[config.mk]
export PLATFORM = sky130hd
export DESIGN_NAME = pwlock_ctrl
export DESIGN_NICKNAME = d
export VERILOG_FILES = /design/src/rtl/pwlock_pkg.sv /design/src/rtl/pwlock_store.sv /design/src/rtl/pwlock_fsm.sv /design/src/rtl/pwlock_ctrl.sv
export SDC_FILE = /design/constraint.sdc
export NUM_CORES = 1
export LEC_CHECK = 0
export BUFFER_PORTS_ARGS = -buffer_cell sky130_fd_sc_hd__buf_2
export CAP_MARGIN = 15
export CORE_MARGIN = 2
export CORE_UTILIZATION = 46
export CTS_BUF_LIST = sky130_fd_sc_hd__clkbuf_16
export CTS_CLUSTER_SIZE = 28
export DETAILED_ROUTE_END_ITERATION = 6
export HOLD_SLACK_MARGIN = 0.05
export PLACE_DENSITY = 0.88
export SETUP_SLACK_MARGIN = 0.3
export SYNTH_ARGS = -nofsm -noshare
export SYNTH_HDL_FRONTEND = slang
export SYNTH_SLANG_ARGS = --single-unit
[constraint.sdc]
create_clock -name clk -period 4 [get_ports clk]
set_input_delay 0.6 -clock clk [delete_from_list [all_inputs] [get_ports clk]]
set_output_delay 0.6 -clock clk [all_outputs]
set_load 0.005 [all_outputs]
[src/rtl/pwlock_pkg.sv]
package pwlock_pkg;
    typedef enum logic [1:0] {
        LK_BLANK  = 2'd0,
        LK_SEALED = 2'd1,
        LK_OPEN   = 2'd2
    } lk_state_e;
endpackage

[src/rtl/pwlock_store.sv]
module pwlock_store #(
    parameter int PW_W = 8,
    parameter logic [PW_W-1:0] ERASED = '1
) (
    input  logic            clk,
    input  logic            rst_n,
    input  logic            preload_en,
    input  logic [PW_W-1:0] preload_pw,
    input  logic            capture,
    input  logic [PW_W-1:0] wr_data,
    output logic [PW_W-1:0] pw_q,
    output logic            match
);
    always_ff @(posedge clk or negedge rst_n) begin
        if (!rst_n) begin
            pw_q <= ERASED;
        end else if (preload_en) begin
            pw_q <= preload_pw;
        end else if (capture) begin
            pw_q <= wr_data;
        end
    end

    assign match = (wr_data == pw_q);
endmodule

[src/rtl/pwlock_fsm.sv]
module pwlock_fsm
    import pwlock_pkg::*;
(
    input  logic      clk,
    input  logic      rst_n,
    input  logic      preload_en,
    input  logic      preload_tmdis,
    input  logic      preload_pwok,
    input  logic      wr_hit,
    input  logic      match,
    output lk_state_e st,
    output logic      capture,
    output logic      mismatch
);
    lk_state_e st_nxt;
    logic      mis_d;

    // state register
    always_ff @(posedge clk or negedge rst_n) begin
        if (!rst_n) begin
            st       <= LK_BLANK;
            mismatch <= 1'b0;
        end else begin
            st       <= st_nxt;
            mismatch <= mis_d;
        end
    end

    // next-state: t_load, t_seal, t_unseal, t_reject
    always_comb begin
        st_nxt = st;
        if (preload_en) begin
            if (preload_tmdis)     st_nxt = LK_BLANK;
            else if (preload_pwok) st_nxt = LK_SEALED;
            else                   st_nxt = LK_OPEN;
        end else if (wr_hit) begin
            unique case (st)
                LK_BLANK:  st_nxt = LK_SEALED;
                LK_SEALED: st_nxt = match ? LK_OPEN : LK_SEALED;
                LK_OPEN:   st_nxt = LK_OPEN;
                default:   st_nxt = LK_BLANK;
            endcase
        end
    end

    // outputs: capture strobe and mismatch request
    always_comb begin
        capture = 1'b0;
        mis_d   = 1'b0;
        if (!preload_en && wr_hit) begin
            unique case (st)
                LK_BLANK:  capture = 1'b1;
                LK_SEALED: mis_d   = !match;
                LK_OPEN:   ;
                default:   ;
            endcase
        end
    end
endmodule

[src/rtl/pwlock_ctrl.sv]
module pwlock_ctrl
    import pwlock_pkg::*;
#(
    parameter int PW_W = 8,
    parameter logic [PW_W-1:0] ERASED = '1
) (
    input  logic            clk,
    input  logic            rst_n,
    input  logic            preload_en,
    input  logic [PW_W-1:0] preload_pw,
    input  logic            preload_tmdis,
    input  logic            preload_pwok,
    input  logic            wr_en,
    input  logic            wr_setprot,
    input  logic            wr_sel_pw,
    input  logic [PW_W-1:0] wr_data,
    input  logic            rd_sel_pw,
    output logic [PW_W-1:0] rd_data,
    output logic            tmdis_flag,
    output logic            pwok_flag,
    output logic            test_en,
    output logic            mismatch
);
    localparam int FLAG_PAD = PW_W - 2;

    lk_state_e       st;
    logic            wr_hit;
    logic            capture;
    logic            match;
    logic [PW_W-1:0] pw_q;

    assign wr_hit = wr_en && wr_setprot && wr_sel_pw;

    pwlock_store #(.PW_W(PW_W), .ERASED(ERASED)) store_i (
        .clk        (clk),
        .rst_n      (rst_n),
        .preload_en (preload_en),
        .preload_pw (preload_pw),
        .capture    (capture),
        .wr_data    (wr_data),
        .pw_q       (pw_q),
        .match      (match)
    );

    pwlock_fsm fsm_i (
        .clk           (clk),
        .rst_n         (rst_n),
        .preload_en    (preload_en),
        .preload_tmdis (preload_tmdis),
        .preload_pwok  (preload_pwok),
        .wr_hit        (wr_hit),
        .match         (match),
        .st            (st),
        .capture       (capture),
        .mismatch      (mismatch)
    );

    assign tmdis_flag = (st == LK_BLANK);
    assign pwok_flag  = (st != LK_OPEN);
    assign test_en    = tmdis_flag || !pwok_flag;
    assign rd_data    = rd_sel_pw ? {PW_W{1'b1}}
                                  : {{FLAG_PAD{1'b1}}, tmdis_flag, pwok_flag};

    // a sealed secret moves only through preload
    p_pw_frozen_r9: assert property (@(posedge clk) disable iff (!rst_n)
        (st != LK_BLANK && !preload_en) |=> $stable(pw_q));

    // opening needs a matching tagged write
    p_open_needs_match_r3: assert property (@(posedge clk) disable iff (!rst_n)
        (st == LK_SEALED && !preload_en && !(wr_hit && match)) |=> st != LK_OPEN);

    // mismatch only follows a rejected write and the lock stays sealed
    p_mismatch_sealed_r4: assert property (@(posedge clk) disable iff (!rst_n)
        (st == LK_SEALED && !preload_en && wr_hit && !match) |=> (mismatch && st == LK_SEALED));

    // an open lock ignores writes
    p_open_quiet_r8: assert property (@(posedge clk) disable iff (!rst_n)
        (st == LK_OPEN && !preload_en) |=> (st == LK_OPEN && !mismatch));

    // preload wins over any write
    p_preload_blank_r7: assert property (@(posedge clk) disable iff (!rst_n)
        (preload_en && preload_tmdis) |=> (tmdis_flag && pwok_flag && pw_q == $past(preload_pw)));

    // password read never exposes the secret
    p_pw_hidden_r6: assert property (@(posedge clk) disable iff (!rst_n)
        rd_sel_pw |-> (rd_data == {PW_W{1'b1}}));
endmodule

==> impl_table.tex <==
\begin{tabular}{lr}
\hline
Metric & Value \\
\hline
\multicolumn{2}{l}{\textbf{Yosys}} \\
\quad Number of warning messages in the yosys log & 0 \\
\quad Number of synthesized flops with an enable pin & 0 \\
\quad Top cells by area in the synthesized netlist & sky130\_fd\_sc\_hd\_\_dfstp\_2 31\%, sky130\_fd\_sc\_hd\_\_mux2i\_1 12\%, sky130\_fd\_sc\_hd\_\_dfrtp\_1 11\% \\
\quad Area fraction in compound gates after synthesis & 10.95\% \\
\quad Post-synthesis sequential element count & 11 \\
\quad Synthesized-area fraction occupied by and/or/nand/nor cells & 16.24\% \\
\quad Share of synthesized cell area in full adder, half adder and majority cells & 0\% \\
\quad Mean instance size in the synthesized netlist & 9.266 um\^{}2 \\
\quad Leading area contributor after synthesis & sky130\_fd\_sc\_hd\_\_dfstp\_2 \\
\quad Number of different library cells in the post-synthesis netlist & 22 \\
\quad Most used flip-flop cell after synthesis & sky130\_fd\_sc\_hd\_\_dfstp\_2 \\
\quad Sequential fraction of the synthesis area & 41.61\% \\
\quad Largest family of logic cells by synthesized area & simple AND/OR/NAND/NOR gates \\
\quad Share of cell area taken by muxes after synthesis & between 10\% and 20\% \\
\quad Share of Yosys cell area claimed by the top area cell type & 30.66\% \\
\quad Mapped Area & 685.7 um\^{}2 \\
\quad Cells after synthesis & 74 \\
\quad Async set-or-reset flop fraction in the synthesized netlist & 100.0\% \\
\quad Fraction of synthesized cell area in xor and xnor cells & 10.22\% \\
\multicolumn{2}{l}{\textbf{Layout}} \\
\quad Area grow syn2layout & 31.20\% \\
\quad Number of antenna cells inserted & 0 \\
\quad Non-filler cells, final & 120 \\
\quad Fraction of final layout cells with drive strength greater than 1 & 41.90\% \\
\quad Number of fill cells & 117 \\
\quad Final-stage net count & 131 \\
\quad Finished layout cell area & $\sim$900 um\^{}2 \\
\multicolumn{2}{l}{\textbf{Power and ir drop}} \\
\quad Switching pwr & about 0.00008 W \\
\quad Peak supply drop & between 0.2 and 0.25 mV \\
\quad Relative contribution of the clock network to total power & 47.7\% \\
\quad Overall power of the completed layout & 0.0003656 W \\
\quad Power density cells & 406.4 nW/um\^{}2 \\
\quad Sequential power share & 37.0\% \\
\quad Switching power share of the total & 21.95\% \\
\quad Internal & 0.0002854 W \\
\quad Leakage power of the design & 0.4857 nW \\
\quad Portion of total power attributed to combinational logic & 15.3\% \\
\multicolumn{2}{l}{\textbf{Timing}} \\
\quad Number of setup violations in the final report & 0 \\
\quad Sum Neg Setup Slack & 0 ns \\
\quad Period utilisation layout & 45.33\% \\
\quad Highest attainable clock frequency & 551.6 MHz \\
\quad Final worst path period need & about 1.8 ns \\
\quad Worst Hold Slack & 0.2300 ns \\
\quad Unrepaired setup endpoints after global routing & false \\
\quad Fin. max-slew vios & 0 \\
\quad Final clock skew & approximately 0.0015 ns \\
\quad Number of endpoints with negative hold slack in the final report & 0 \\
\multicolumn{2}{l}{\textbf{Clocking}} \\
\quad Insertion delay to the later sink of the worst-skew pair & 0.23 ns \\
\quad Max H-tree Level & 1 \\
\quad Post-CTS sizing & 0 \\
\quad Number of buffers inserted for hold repair after clock tree synthesis & 0 \\
\quad Clock-pin slew on the worst setup and hold paths & about 0.040 ns \\
\quad CTS Root Cell & sky130\_fd\_sc\_hd\_\_clkbuf\_16 \\
\quad Clock tree from TritonCTS & yes \\
\quad Clk buf depth & 2 \\
\quad Clock sink count & 11 \\
\quad Number of buffers inserted by post-CTS setup repair & 0 \\
\quad Number of buffers created by CTS & 3 \\
\multicolumn{2}{l}{\textbf{Routing}} \\
\quad Router iterations before antenna repair & 4 \\
\quad \# DRC & 0 \\
\quad Antenna-violating nets left & 0 \\
\quad Drt first-iter violations & 21 \\
\quad Vias & 611 \\
\quad Detailed-route wire length & 1477 um \\
\quad Average wire per standard cell & 12.31 um \\
\quad Vias per std cell & 5.092 \\
\multicolumn{2}{l}{\textbf{Critical path}} \\
\quad Reg2reg start & store\_i.pw\_q[0] \\
\quad Capturing instance or port of the critical path & rd\_data[0] \\
\quad Timing startpoint of the critical path & fsm\_i.st[0] \\
\quad Number of cell instances on the worst register-to-register path & 4 \\
\quad Flop2flop setup slack & about 2.5 ns \\
\quad Category of the worst setup path capture point & output port \\
\quad Reg-to-reg endpoint & fsm\_i.st[0] \\
\quad Arrival time of the worst setup path & roughly 1.2 ns \\
\quad Worst setup path category & flop to output port \\
\quad Data required time at the worst endpoint & around 3.4 ns \\
\quad Startpoint class of the critical path & flop \\
\quad Highest fanout seen on the critical path & 4 \\
\multicolumn{2}{l}{\textbf{Outcome}} \\
\quad Run status & completed \\
\multicolumn{2}{l}{\textbf{Floorplanning}} \\
\quad Horizontal die dimension & 42.61 um \\
\quad Die area & 1815 um\^{}2 \\
\quad Effective utilization at floorplan & 50.79\% \\
\quad Count of boundary I/O pins & 37 \\
\quad Standard-cell rows & 13 \\
\quad Area inside the core boundary & 1350 um\^{}2 \\
\quad Die Ht & 42.61 um \\
\multicolumn{2}{l}{\textbf{Place}} \\
\quad Number of buffers inserted by port buffering & 30 \\
\quad Placed cell areas & 820.8 um\^{}2 \\
\quad Final weighted congestion of routability-driven global placement & 0.7707 \\
\quad Post-DP HPWL & 1126 um \\
\quad Placed cell count & about 120 \\
\multicolumn{2}{l}{\textbf{Global routing}} \\
\quad Number of global-route vias before repair & a little under 600 \\
\quad Overflow left after global routing & 0 \\
\quad Largest net degree at the start of global routing & 20 \\
\quad Antenna violations before repair & 0 \\
\quad First-pass GRT wire length & 2559 um \\
\quad Global router's overall resource usage & 18.66\% \\
\multicolumn{2}{l}{\textbf{Worst hold path}} \\
\quad Hold WC Path Type & input port to async pin \\
\multicolumn{2}{l}{\textbf{Flow run}} \\
\quad Max-cap check violation count & 0 \\
\hline
\end{tabular}
[cell usage after synthesis, types with 2 or more instances]
master / number
sky130_fd_sc_hd__nand2_1: 11
sky130_fd_sc_hd__nor4_1: 2
sky130_fd_sc_hd__o21ai_0: 9
sky130_fd_sc_hd__dfstp_2: 8
sky130_fd_sc_hd__xor2_1: 8
sky130_fd_sc_hd__inv_1: 2
sky130_fd_sc_hd__buf_4: 6
sky130_fd_sc_hd__or2_2: 2
sky130_fd_sc_hd__or3_1: 2
sky130_fd_sc_hd__nand3_1: 2
sky130_fd_sc_hd__mux2i_1: 8
sky130_fd_sc_hd__clkbuf_1: 2
sky130_fd_sc_hd__dfrtp_1: 3
[registers in the layout, indices dropped and copies added, names as in the netlist]
| name | count |
|---|---|
| fsm_i.mismatch | 1 |
| fsm_i.st | 2 |
| store_i.pw_q | 8 |
[how the worst min path moves through the flow]
stage	start	to	slack, ns	cells past startpoint
after floorplan	rst_n	fsm_i.mismatch	0.30	0
after global placement	rst_n	fsm_i.st[0]	0.47	1
after detailed placement	rst_n	fsm_i.st[0]	0.48	1
after CTS	rst_n	fsm_i.st[0]	0.23	1
after global routing	rst_n	fsm_i.mismatch	0.24	1
final	rst_n	fsm_i.st[0]	0.23	1
[power groups by stage]
| stage | registers, W | logic, W | clock network [W] |
|---|---|---|---|
| floorplan | 0.000135 | 0.0000356 | 0 |
| global placement | 0.000135 | 0.0000534 | 0 |
| detailed placement | 0.000137 | 0.0000554 | 0 |
| CTS | 0.000136 | 0.0000566 | 0.000177 |
| global route | 0.000137 | 0.0000629 | 0.000184 |
| finish | 0.000135 | 0.0000560 | 0.000174 |
[routing by layer]
metal  vias up  global-route usage (%)  share of wire (%)
li1        302                       -                  -
met1       287                   21.72                 41
met2        22                   32.92                 52
met3         0                   5.172                7.0
met4         0                   5.625                  0
met5         -                       0                  0
[worst max-delay path, stage by stage, from the launching register on]
cell	delay, ns
sky130_fd_sc_hd__dfrtp_1	0.41
sky130_fd_sc_hd__inv_1	0.10
sky130_fd_sc_hd__nand2_1	0.07
sky130_fd_sc_hd__or2_2	0.27
sky130_fd_sc_hd__buf_2	0.13
[logic make-up after synthesis]
family                    after synthesis
xor gates and xnor gates                8
muxes                                   8
DFF                                    11
other                                   1
and+or+nand+nor                        23
buffers and inverters                  10
AOI/OAI and AO/OA                      13
[area by class of cell]
class / instances / area, um^2 / area share [%]
multi-input cells: 58 / 359.1 / 39.92
flip-flops and latches: 11 / 285.3 / 31.71
repair buffers: 30 / 150.1 / 16.69
clock buffers: 3 / 75.07 / 8.345
well taps: 15 / 18.77 / 2.086
inverters: 2 / 7.507 / 0.8345
clock inverters: 1 / 3.754 / 0.4172
[per-stage QoR]
step           util (%)  worst slack (ns)
2_1_floorplan         -             2.450
3_3_place_gp      60.80             2.232
3_5_place_dp      60.80             2.202
4_1_cts           66.64             2.171
5_1_grt           66.64             2.097
6_report          66.64             2.187
[cells in the final DEF, fill, tap and decap left out, types with 2 or more instances in the layout]
cell	count
sky130_fd_sc_hd__buf_2	30
sky130_fd_sc_hd__nand2_1	11
sky130_fd_sc_hd__o21ai_0	9
sky130_fd_sc_hd__xor2_1	8
sky130_fd_sc_hd__mux2i_1	8
sky130_fd_sc_hd__dfstp_2	8
sky130_fd_sc_hd__conb_1	6
sky130_fd_sc_hd__inv_1	3
sky130_fd_sc_hd__clkbuf_16	3
sky130_fd_sc_hd__dfrtp_1	3
sky130_fd_sc_hd__or2_2	2
sky130_fd_sc_hd__nor4_1	2
sky130_fd_sc_hd__or3_1	2
sky130_fd_sc_hd__nand3_1	2
Power figures use the tool's default switching activity.
